$ cat src/rtl/lcd_bus_pkg.sv
package lcd_bus_pkg;

   typedef enum logic [2:0] {
      PH_IDLE   = 3'd0,
      PH_SETUP  = 3'd1,
      PH_STROBE = 3'd2,
      PH_HOLD   = 3'd3,
      PH_GAP    = 3'd4
   } lcd_phase_e;

   // a strobe is never narrower than one clock
   function automatic int strobe_len(input int n);
      return (n < 1) ? 1 : n;
   endfunction

   function automatic int max4(input int a, input int b, input int c, input int d);
      int m;
      m = a;
      if (b > m) m = b;
      if (c > m) m = c;
      if (d > m) m = d;
      return m;
   endfunction

endpackage

$ cat src/rtl/lcd_phase_cnt.sv
module lcd_phase_cnt #(
   parameter int CNT_W = 5
) (
   input  logic             clk,
   input  logic             rst_n,
   input  logic             load,
   input  logic [CNT_W-1:0] load_val,
   output logic             last
);
   logic [CNT_W-1:0] remain;

   always_ff @(posedge clk or negedge rst_n) begin
      if (!rst_n)              remain <= '0;
      else if (load)           remain <= load_val;
      else if (remain != '0)   remain <= remain - 1'b1;
   end

   assign last = (remain == '0);
endmodule

$ cat src/rtl/lcd_bus_seq.sv
module lcd_bus_seq
   import lcd_bus_pkg::*;
#(
   parameter int CNT_W    = 5,
   parameter int RD_SETUP = 0,
   parameter int RD_DATA  = 26,
   parameter int WR_SETUP = 0,
   parameter int WR_DATA  = 1
) (
   input  logic             clk,
   input  logic             rst_n,
   input  logic             req_valid,
   input  logic             req_write,
   input  logic             cnt_last,
   output logic             cnt_load,
   output logic [CNT_W-1:0] cnt_val,
   output lcd_phase_e       phase,
   output logic             is_write,
   output logic             accept,
   output logic             sample,
   output logic             done_set
);
   localparam int RD_STB = strobe_len(RD_DATA);
   localparam int WR_STB = strobe_len(WR_DATA);
   localparam logic [CNT_W-1:0] RD_STB_M1 = CNT_W'(RD_STB - 1);
   localparam logic [CNT_W-1:0] WR_STB_M1 = CNT_W'(WR_STB - 1);

   lcd_phase_e phase_nx;
   logic       wr_nx;
   logic       rd_has_setup, wr_has_setup;
   logic [CNT_W-1:0] rd_setup_m1, wr_setup_m1;

   // the setup phase is built only in the directions that use it
   generate
      if (RD_SETUP > 0) begin : g_rd_setup
         assign rd_has_setup = 1'b1;
         assign rd_setup_m1  = CNT_W'(RD_SETUP - 1);
      end else begin : g_rd_nosetup
         assign rd_has_setup = 1'b0;
         assign rd_setup_m1  = '0;
      end
      if (WR_SETUP > 0) begin : g_wr_setup
         assign wr_has_setup = 1'b1;
         assign wr_setup_m1  = CNT_W'(WR_SETUP - 1);
      end else begin : g_wr_nosetup
         assign wr_has_setup = 1'b0;
         assign wr_setup_m1  = '0;
      end
   endgenerate

   assign accept = (phase == PH_IDLE) && req_valid;

   always_comb begin
      phase_nx = phase;
      wr_nx    = is_write;
      cnt_load = 1'b0;
      cnt_val  = '0;
      sample   = 1'b0;
      done_set = 1'b0;
      unique case (phase)
         PH_IDLE: begin
            if (req_valid) begin
               wr_nx    = req_write;
               cnt_load = 1'b1;
               if (req_write ? wr_has_setup : rd_has_setup) begin
                  phase_nx = PH_SETUP;
                  cnt_val  = req_write ? wr_setup_m1 : rd_setup_m1;
               end else begin
                  phase_nx = PH_STROBE;
                  cnt_val  = req_write ? WR_STB_M1 : RD_STB_M1;
               end
            end
         end
         PH_SETUP: begin
            if (cnt_last) begin
               phase_nx = PH_STROBE;
               cnt_load = 1'b1;
               cnt_val  = is_write ? WR_STB_M1 : RD_STB_M1;
            end
         end
         PH_STROBE: begin
            if (cnt_last) begin
               if (is_write) begin
                  phase_nx = PH_HOLD;
               end else begin
                  phase_nx = PH_GAP;
                  sample   = 1'b1;
                  done_set = 1'b1;
               end
            end
         end
         PH_HOLD: begin
            phase_nx = PH_GAP;
            done_set = 1'b1;
         end
         PH_GAP:  phase_nx = PH_IDLE;
         default: phase_nx = PH_IDLE;
      endcase
   end

   always_ff @(posedge clk or negedge rst_n) begin
      if (!rst_n) begin
         phase    <= PH_IDLE;
         is_write <= 1'b0;
      end else begin
         phase    <= phase_nx;
         is_write <= wr_nx;
      end
   end
endmodule

$ cat src/rtl/lcd_bus_dpath.sv
module lcd_bus_dpath #(
   parameter int DATA_W = 16
) (
   input  logic              clk,
   input  logic              rst_n,
   input  logic              accept,
   input  logic              sample,
   input  logic              done_set,
   input  logic              req_cmd,
   input  logic [DATA_W-1:0] req_wdata,
   input  logic [DATA_W-1:0] lcd_dq_i,
   output logic              rs_q,
   output logic [DATA_W-1:0] wdata_q,
   output logic [DATA_W-1:0] rdata_q,
   output logic              done_q
);
   always_ff @(posedge clk or negedge rst_n) begin
      if (!rst_n) begin
         rs_q    <= 1'b1;
         wdata_q <= '0;
         rdata_q <= '0;
         done_q  <= 1'b0;
      end else begin
         if (accept) begin
            rs_q    <= ~req_cmd;
            wdata_q <= req_wdata;
         end
         if (sample) rdata_q <= lcd_dq_i;
         done_q <= done_set;
      end
   end
endmodule

$ cat src/rtl/lcd_bus_master.sv
module lcd_bus_master
   import lcd_bus_pkg::*;
#(
   parameter int DATA_W   = 16,
   parameter int RD_SETUP = 0,
   parameter int RD_DATA  = 26,
   parameter int WR_SETUP = 0,
   parameter int WR_DATA  = 1
) (
   input  logic              clk,
   input  logic              rst_n,
   input  logic              req_valid,
   output logic              req_ready,
   input  logic              req_write,
   input  logic              req_cmd,
   input  logic [DATA_W-1:0] req_wdata,
   output logic              done,
   output logic [DATA_W-1:0] rd_data,
   output logic              lcd_cs_n,
   output logic              lcd_rd_n,
   output logic              lcd_wr_n,
   output logic              lcd_rs,
   output logic [DATA_W-1:0] lcd_dq_o,
   output logic              lcd_dq_oe,
   input  logic [DATA_W-1:0] lcd_dq_i
);
   localparam int MAX_CNT = max4(RD_SETUP, strobe_len(RD_DATA), WR_SETUP, strobe_len(WR_DATA));
   localparam int CNT_W   = $clog2(MAX_CNT + 2);

   generate
      if (DATA_W < 1) begin : g_bad_width
         $error("lcd_bus_master: DATA_W must be at least 1");
      end
      if (RD_SETUP < 0 || WR_SETUP < 0 || RD_DATA < 0 || WR_DATA < 0) begin : g_bad_timing
         $error("lcd_bus_master: phase counts must not be negative");
      end
   endgenerate

   lcd_phase_e       phase;
   logic             is_write, accept, sample, done_set;
   logic             cnt_load, cnt_last;
   logic [CNT_W-1:0] cnt_val;
   logic             rs_q;
   logic [DATA_W-1:0] wdata_q;

   lcd_bus_seq #(
      .CNT_W(CNT_W), .RD_SETUP(RD_SETUP), .RD_DATA(RD_DATA),
      .WR_SETUP(WR_SETUP), .WR_DATA(WR_DATA)
   ) u_seq (
      .clk(clk), .rst_n(rst_n), .req_valid(req_valid), .req_write(req_write),
      .cnt_last(cnt_last), .cnt_load(cnt_load), .cnt_val(cnt_val),
      .phase(phase), .is_write(is_write), .accept(accept),
      .sample(sample), .done_set(done_set)
   );

   lcd_phase_cnt #(.CNT_W(CNT_W)) u_cnt (
      .clk(clk), .rst_n(rst_n), .load(cnt_load), .load_val(cnt_val), .last(cnt_last)
   );

   lcd_bus_dpath #(.DATA_W(DATA_W)) u_dpath (
      .clk(clk), .rst_n(rst_n), .accept(accept), .sample(sample), .done_set(done_set),
      .req_cmd(req_cmd), .req_wdata(req_wdata), .lcd_dq_i(lcd_dq_i),
      .rs_q(rs_q), .wdata_q(wdata_q), .rdata_q(rd_data), .done_q(done)
   );

   logic active;
   assign active    = (phase == PH_SETUP) || (phase == PH_STROBE) || (phase == PH_HOLD);
   assign req_ready = (phase == PH_IDLE);
   assign lcd_cs_n  = ~active;
   assign lcd_rd_n  = ~((phase == PH_STROBE) && !is_write);
   assign lcd_wr_n  = ~((phase == PH_STROBE) && is_write);
   assign lcd_dq_oe = active && is_write;
   assign lcd_rs    = rs_q;
   assign lcd_dq_o  = wdata_q;
endmodule

$ cat config.mk
export PLATFORM = sky130hd
export DESIGN_NAME = lcd_bus_master
export DESIGN_NICKNAME = d
export VERILOG_FILES = /design/src/rtl/lcd_bus_pkg.sv /design/src/rtl/lcd_phase_cnt.sv /design/src/rtl/lcd_bus_seq.sv /design/src/rtl/lcd_bus_dpath.sv /design/src/rtl/lcd_bus_master.sv
export SDC_FILE = /design/constraint.sdc
export NUM_CORES = 1
export LEC_CHECK = 0
export ABC_AREA = 1
export BUFFER_PORTS_ARGS = -buffer_cell sky130_fd_sc_hd__buf_2
export CAP_MARGIN = 25
export CORE_AREA = 3 3 56 97
export CTS_CLUSTER_DIAMETER = 30
export CTS_CLUSTER_SIZE = 25
export DETAILED_ROUTE_END_ITERATION = 12
export DIE_AREA = 0 0 59 100
export GPL_TIMING_DRIVEN = 0
export PLACE_DENSITY = 0.72
export REMOVE_ABC_BUFFERS = 1
export SKIP_LAST_GASP = 1
export SLEW_MARGIN = 20
export SYNTH_ARGS = -nofsm -noshare
export SYNTH_HDL_FRONTEND = slang
export SYNTH_SLANG_ARGS = --single-unit
$ cat constraint.sdc
create_clock -name clk -period 2 [get_ports clk]
set_input_delay 0.3 -clock clk [delete_from_list [all_inputs] [get_ports clk]]
set_output_delay 0.3 -clock clk [all_outputs]
set_load 0.02 [all_outputs]
# == Word level (Yosys, flattened, before mapping) ==
# Cells that the tools add are included.
# Widths: inputs -> output; s select.
# classes
add_sub_neg,1
eq_ne,6
n_mux,19
bitwise,4
n_reduce_logical,13
# ops
operator,n
$mux 5,6
$mux 3,4
$pmux 3 s4,1
$pmux 5 s2,1
$eq 3x2->1 const B,2
$ne 2x2->1 const B,3
$logic_not 5->1,1
$mux 1,5
$reduce_bool 5->1,1
$sub 5x1->5 const B,1
$logic_and 1x1->1,4
$not 1->1,4
$pmux 1 s2,2
$eq 3x1->1 const B,1
$logic_not 3->1,1
$reduce_and 3->1,1
$logic_or 1x1->1,2
$reduce_and 2->1,1
$reduce_bool 2->1,1
$logic_not 1->1,1
# totals
ff_bits,43

# == Logic depth before layout (Yosys ltp) ==
# logic_depth
word_depth,4
mapped_depth,10

# == Hierarchy ==
# A second synthesis with hierarchy kept.
# hier_totals
hier_cells,229
area_unflattened_um2,1961.9
# by_module_without_submodules
module,n_inst,cells_per_inst,area_per_inst_um2,seq_area_each_um2
lcd_bus_dpath,1,142,1328.8,852.1
lcd_phase_cnt,1,39,302.8,125.1
lcd_bus_seq,1,39,282.8,100.1
lcd_bus_master,1,9,47.5,0.0

# == Worst setup path after synthesis ==
# Ideal clock, no wire load.
# synth_path
path_kind,flip-flop to output port
start,register u_seq.phase[1]
end,output port lcd_dq_oe
arrival_ns,1.189
path_slack_ns,0.511
stages_incl_launch_ff,3
n_path_buf,0
cell_sequence,dfrtp_1 -> o21ai_0 -> nor2_1
# synth_between
elab_chain_len,4
elab_cells_between_ends,6
cone_classes,eq/ne (3); reduce/logical (3)
# synth_lines
element,line_no,source
start: declaration,lcd_bus_seq.sv:17,"output lcd_phase_e phase,"
start signal: assignment,lcd_bus_seq.sv:106,phase <= phase_nx;
$eq 3x1->1 or $eq 3x2->1 (tied branches),lcd_bus_master.sv:67,assign active = (phase == PH_SETUP) || (phase == PH_STROBE) || (phase == PH_HOLD);
$logic_or 1x1->1,lcd_bus_master.sv:67,
$logic_or 1x1->1 *,lcd_bus_master.sv:67,
$logic_and 1x1->1 *,lcd_bus_master.sv:72,assign lcd_dq_oe = active && is_write;
end: declaration,lcd_bus_master.sv:24,"output logic lcd_dq_oe,"
# Mark *: on every way between the ends. The rest lies on a longest branch, timed or not.

# == Worst setup path in the final report ==
# layout_path
start,register u_seq.phase[0]
end,output port lcd_rd_n
# layout_between
elab_chain_len,3
# layout_lines
element,line_no,source
$eq 3x2->1,lcd_bus_master.sv:70,assign lcd_rd_n = ~((phase == PH_STROBE) && !is_write);
$logic_and 1x1->1,lcd_bus_master.sv:70,
$not 1->1,lcd_bus_master.sv:70,
end: declaration,lcd_bus_master.sv:20,"output logic lcd_rd_n,"
# Every way passes these cells.

==> summary.md <==
| Metric | Value |
|---|---|
| Wirelength per Cell | `12.3 µm` |
| Wire length on met1 | `1.55 mm` |
| Reg2Reg Depth | `7` |
| CP startpoint | `u_seq.phase[0]` |
| Synth area leaders | `dfrtp_1, nand2_1, nand3_1` |
| Max_cap viols | `0` |
| Post-route setup TNS | `0 ns` |
| Slew HR | `0.644` |
| Top cell type's share of synthesized area | `0.566` |
| Most frequent cell after synthesis | `nand2_1` |
| Antenna violations before repair | `0` |
| Dpl hpwl | `3.07 mm` |
| CP Max Fanout | `18` |
| CP cell instances | `inv_2 > nand3_2 > nor2_4 > inv_1 > buf_2` |
| Cell Rows | `33` |
| Filler Cell Count | `499` |
| Final ANT Viol Nets | `0` |
| Placed insts | `332` |
| Number of DRC markers in iteration 0 | `28` |
| Worst-margin pin slew | `0.533 ns` |
| Vias post-DR | `1645` |
| Dominant synthesized flop cell | `dfrtp_1` |
| Post-route insts no fill | `341` |
| Vias in the first global route | `1639` |
| Buffers and inverters on the worst path | `3` |
| Synth top cells by count | `nand2_1, dfrtp_1, nand3_1` |
| Die Area | `5900 µm²` |
| CTS Buffer Depth | `2` |
| WP data required | `1.70 ns` |
| Syn_area_per_cell | `8.76 µm²` |
| CP startpoint kind | `register` |
| Final worst clock skew | `0.00415 ns` |
| Seq cells post-synth | `43` |
| Register area share after synthesis | `0.580` |
| Clock latency at the later pin of the worst-skew pair | `0.29 ns` |
| Post-Syn Area | `1860 µm²` |
| GRT overflow | `0` |
| Initial Utilization | `0.394` |
| Static leakage | `1.34 nW` |
| Uppermost layer routed | `met4` |
| Reg2Reg Setup Slack | `0.19 ns` |
| # nets final | `327` |
| DRC viols | `0` |
| Yosys cell types | `25` |
| Capturing element type of the critical path | `primary output` |
| Global-route wire length before repair | `7.10 mm` |
| Slowest cell on crit path | `dfrtp_1` |
| FFs w/ async S/R, synth | `1.00` |
| Clk pin slew, worst setup/hold paths | `0.07 ns` |
| Hold crit path type | `input port to register` |
| Yosys top cell by area | `dfrtp_1` |
| RSZ-0062 raised after global routing | `no` |
| Min Tclk post-route | `1.86 ns` |
| Die height | `100 µm` |
| Aggregate global-route resource usage | `0.157` |
| Metal2 WL | `2.27 mm` |
| Ys Warns | `0` |
| Total wire length | `4.19 mm` |
| Dpl cell area | `2240 µm²` |
| Final instance area | `2370 µm²` |
| Fin. Hold Viols | `0` |
| Clock Root Buffer | `clkbuf_8` |
| Core Area | `4710 µm²` |
| DIE WIDTH | `59 µm` |
| Maximum vdd drop | `0.938 mV` |
| Top cell family by delay on the critical path | `simple AND/OR/NAND/NOR gates` |
| Hold Slack | `0.168 ns` |
| Period utilisation layout | `0.931` |
| RePlAce Congestion | `0.801` |
| Crit path kind | `register to primary output` |
| Depth of the CTS H-tree | `2` |
| Slew Viols, Final | `0` |
| Pwr dens | `1720 nW/µm²` |
| DR pass1 iterations | `4` |
| Clock sinks | `43` |
| Status | `finished clean` |
| Worst EP arrival | `1.56 ns` |
| Endpoints failing setup | `0` |
| CP Capture Point | `lcd_rd_n` |
| Pin count of the biggest net entering global routing | `44` |
| Met3 wire length | `230 µm` |
| IO Count | `76` |
| Avg Vias per Cell | `4.82` |
| Area growth syn-to-layout | `27.9%` |
| Max Fclk | `537 MHz` |
| Crit-path max cell delay | `0.41 ns` |
| Port bufs | `75` |
| Post-synth EDFFs | `0` |
| Crit. path cell count | `5` |
| FF-to-FF End | `u_dpath.rdata_q[7]` |
| TritonCTS clock tree | `built` |
| Ant. Diodes | `0` |
| Total CTS buffers | `5` |
| Share of cells above drive strength 1 | `0.336` |
| Synth Instances | `212` |
| Reg-to-reg critical path startpoint | `u_cnt.remain[0]` |
[power breakdown]
part | leakage, nW | internal, W | switching, W | total, W
sequential | 0.506 | 0.00128 | 0.000223 | 0.00150
combinational | 0.778 | 0.000622 | 0.00131 | 0.00193
clock | 0.0513 | 0.000366 | 0.000277 | 0.000643
total | 1.34 | 0.00227 | 0.00181 | 0.00407
[cells by family after synthesis]
| logic type | Yosys count | synth area share |
|---|---|---|
| buffers and inverters | 22 | 0.0600 |
| DFF | 43 | 0.580 |
| adders and majority gates | 1 | 0.00674 |
| AOI/OAI and AO/OA | 12 | 0.0357 |
| and+or+nand+nor | 134 | 0.317 |
[what timing repair did]
item,CTS,global route
buffers inserted,0,0
gates resized for setup,0,0
hold endpoints to repair,0,9
hold buffers,0,1
[stage by stage]
step           power, W  setup slack (ns)  utilization
2_1_floorplan   0.00281             0.497            -
3_3_place_gp    0.00342             0.205        0.476
3_5_place_dp    0.00347             0.194        0.476
4_1_cts         0.00413             0.121        0.498
5_1_grt         0.00441            0.0197        0.505
6_report        0.00407             0.138        0.505
[worst min path at each step]
stage / startpoint / depth (start not counted) / end
floorplan: rst_n / 0 / u_cnt.remain[0]
global placement: u_dpath.rdata_q[7] / 2 / u_dpath.rdata_q[7]
detailed placement: u_dpath.rdata_q[2] / 2 / u_dpath.rdata_q[2]
CTS: req_cmd / 2 / u_dpath.rs_q
global route: req_cmd / 2 / u_dpath.rs_q
finish: req_cmd / 2 / u_dpath.rs_q
[final cells by class]
class                      instances  area [µm²]  area share
tap                               52        65.1      0.0274
multi-input combinational        147         668       0.281
timing repair buffer              77         405       0.171
inverter                          15        56.3      0.0237
sequential                        43        1080       0.454
clock inverter                     1        30.0      0.0126
clock buffer                       6        72.6      0.0306
[flip-flops by register name, indices dropped and copies added (netlist names)]
signal,flops
u_cnt.remain,5
u_dpath.rs_q,1
u_dpath.wdata_q,16
u_seq.phase,3
u_seq.is_write,1
u_dpath.rdata_q,16
u_dpath.done_q,1
[per-layer routing]
layer | global-route usage | vias up
li1 | - | 816
met1 | 0.170 | 762
met2 | 0.274 | 55
met3 | 0.0322 | 12
met4 | 0.0908 | 0
met5 | 0 | -
[layout by cell type (no fill, tap or decap), types with 2 or more instances in the layout]
cell / count
nand2_1: 94
buf_2: 75
dfrtp_1: 42
nand3_1: 22
inv_1: 11
a21oi_1: 5
nor2_1: 5
clkbuf_8: 5
o21ai_0: 4
inv_2: 3
nand3_2: 3
nor2_4: 2
nor2_2: 2
nand2_2: 2
nand4_1: 2
No activity file was read; power rests on OpenSTA's default activity.
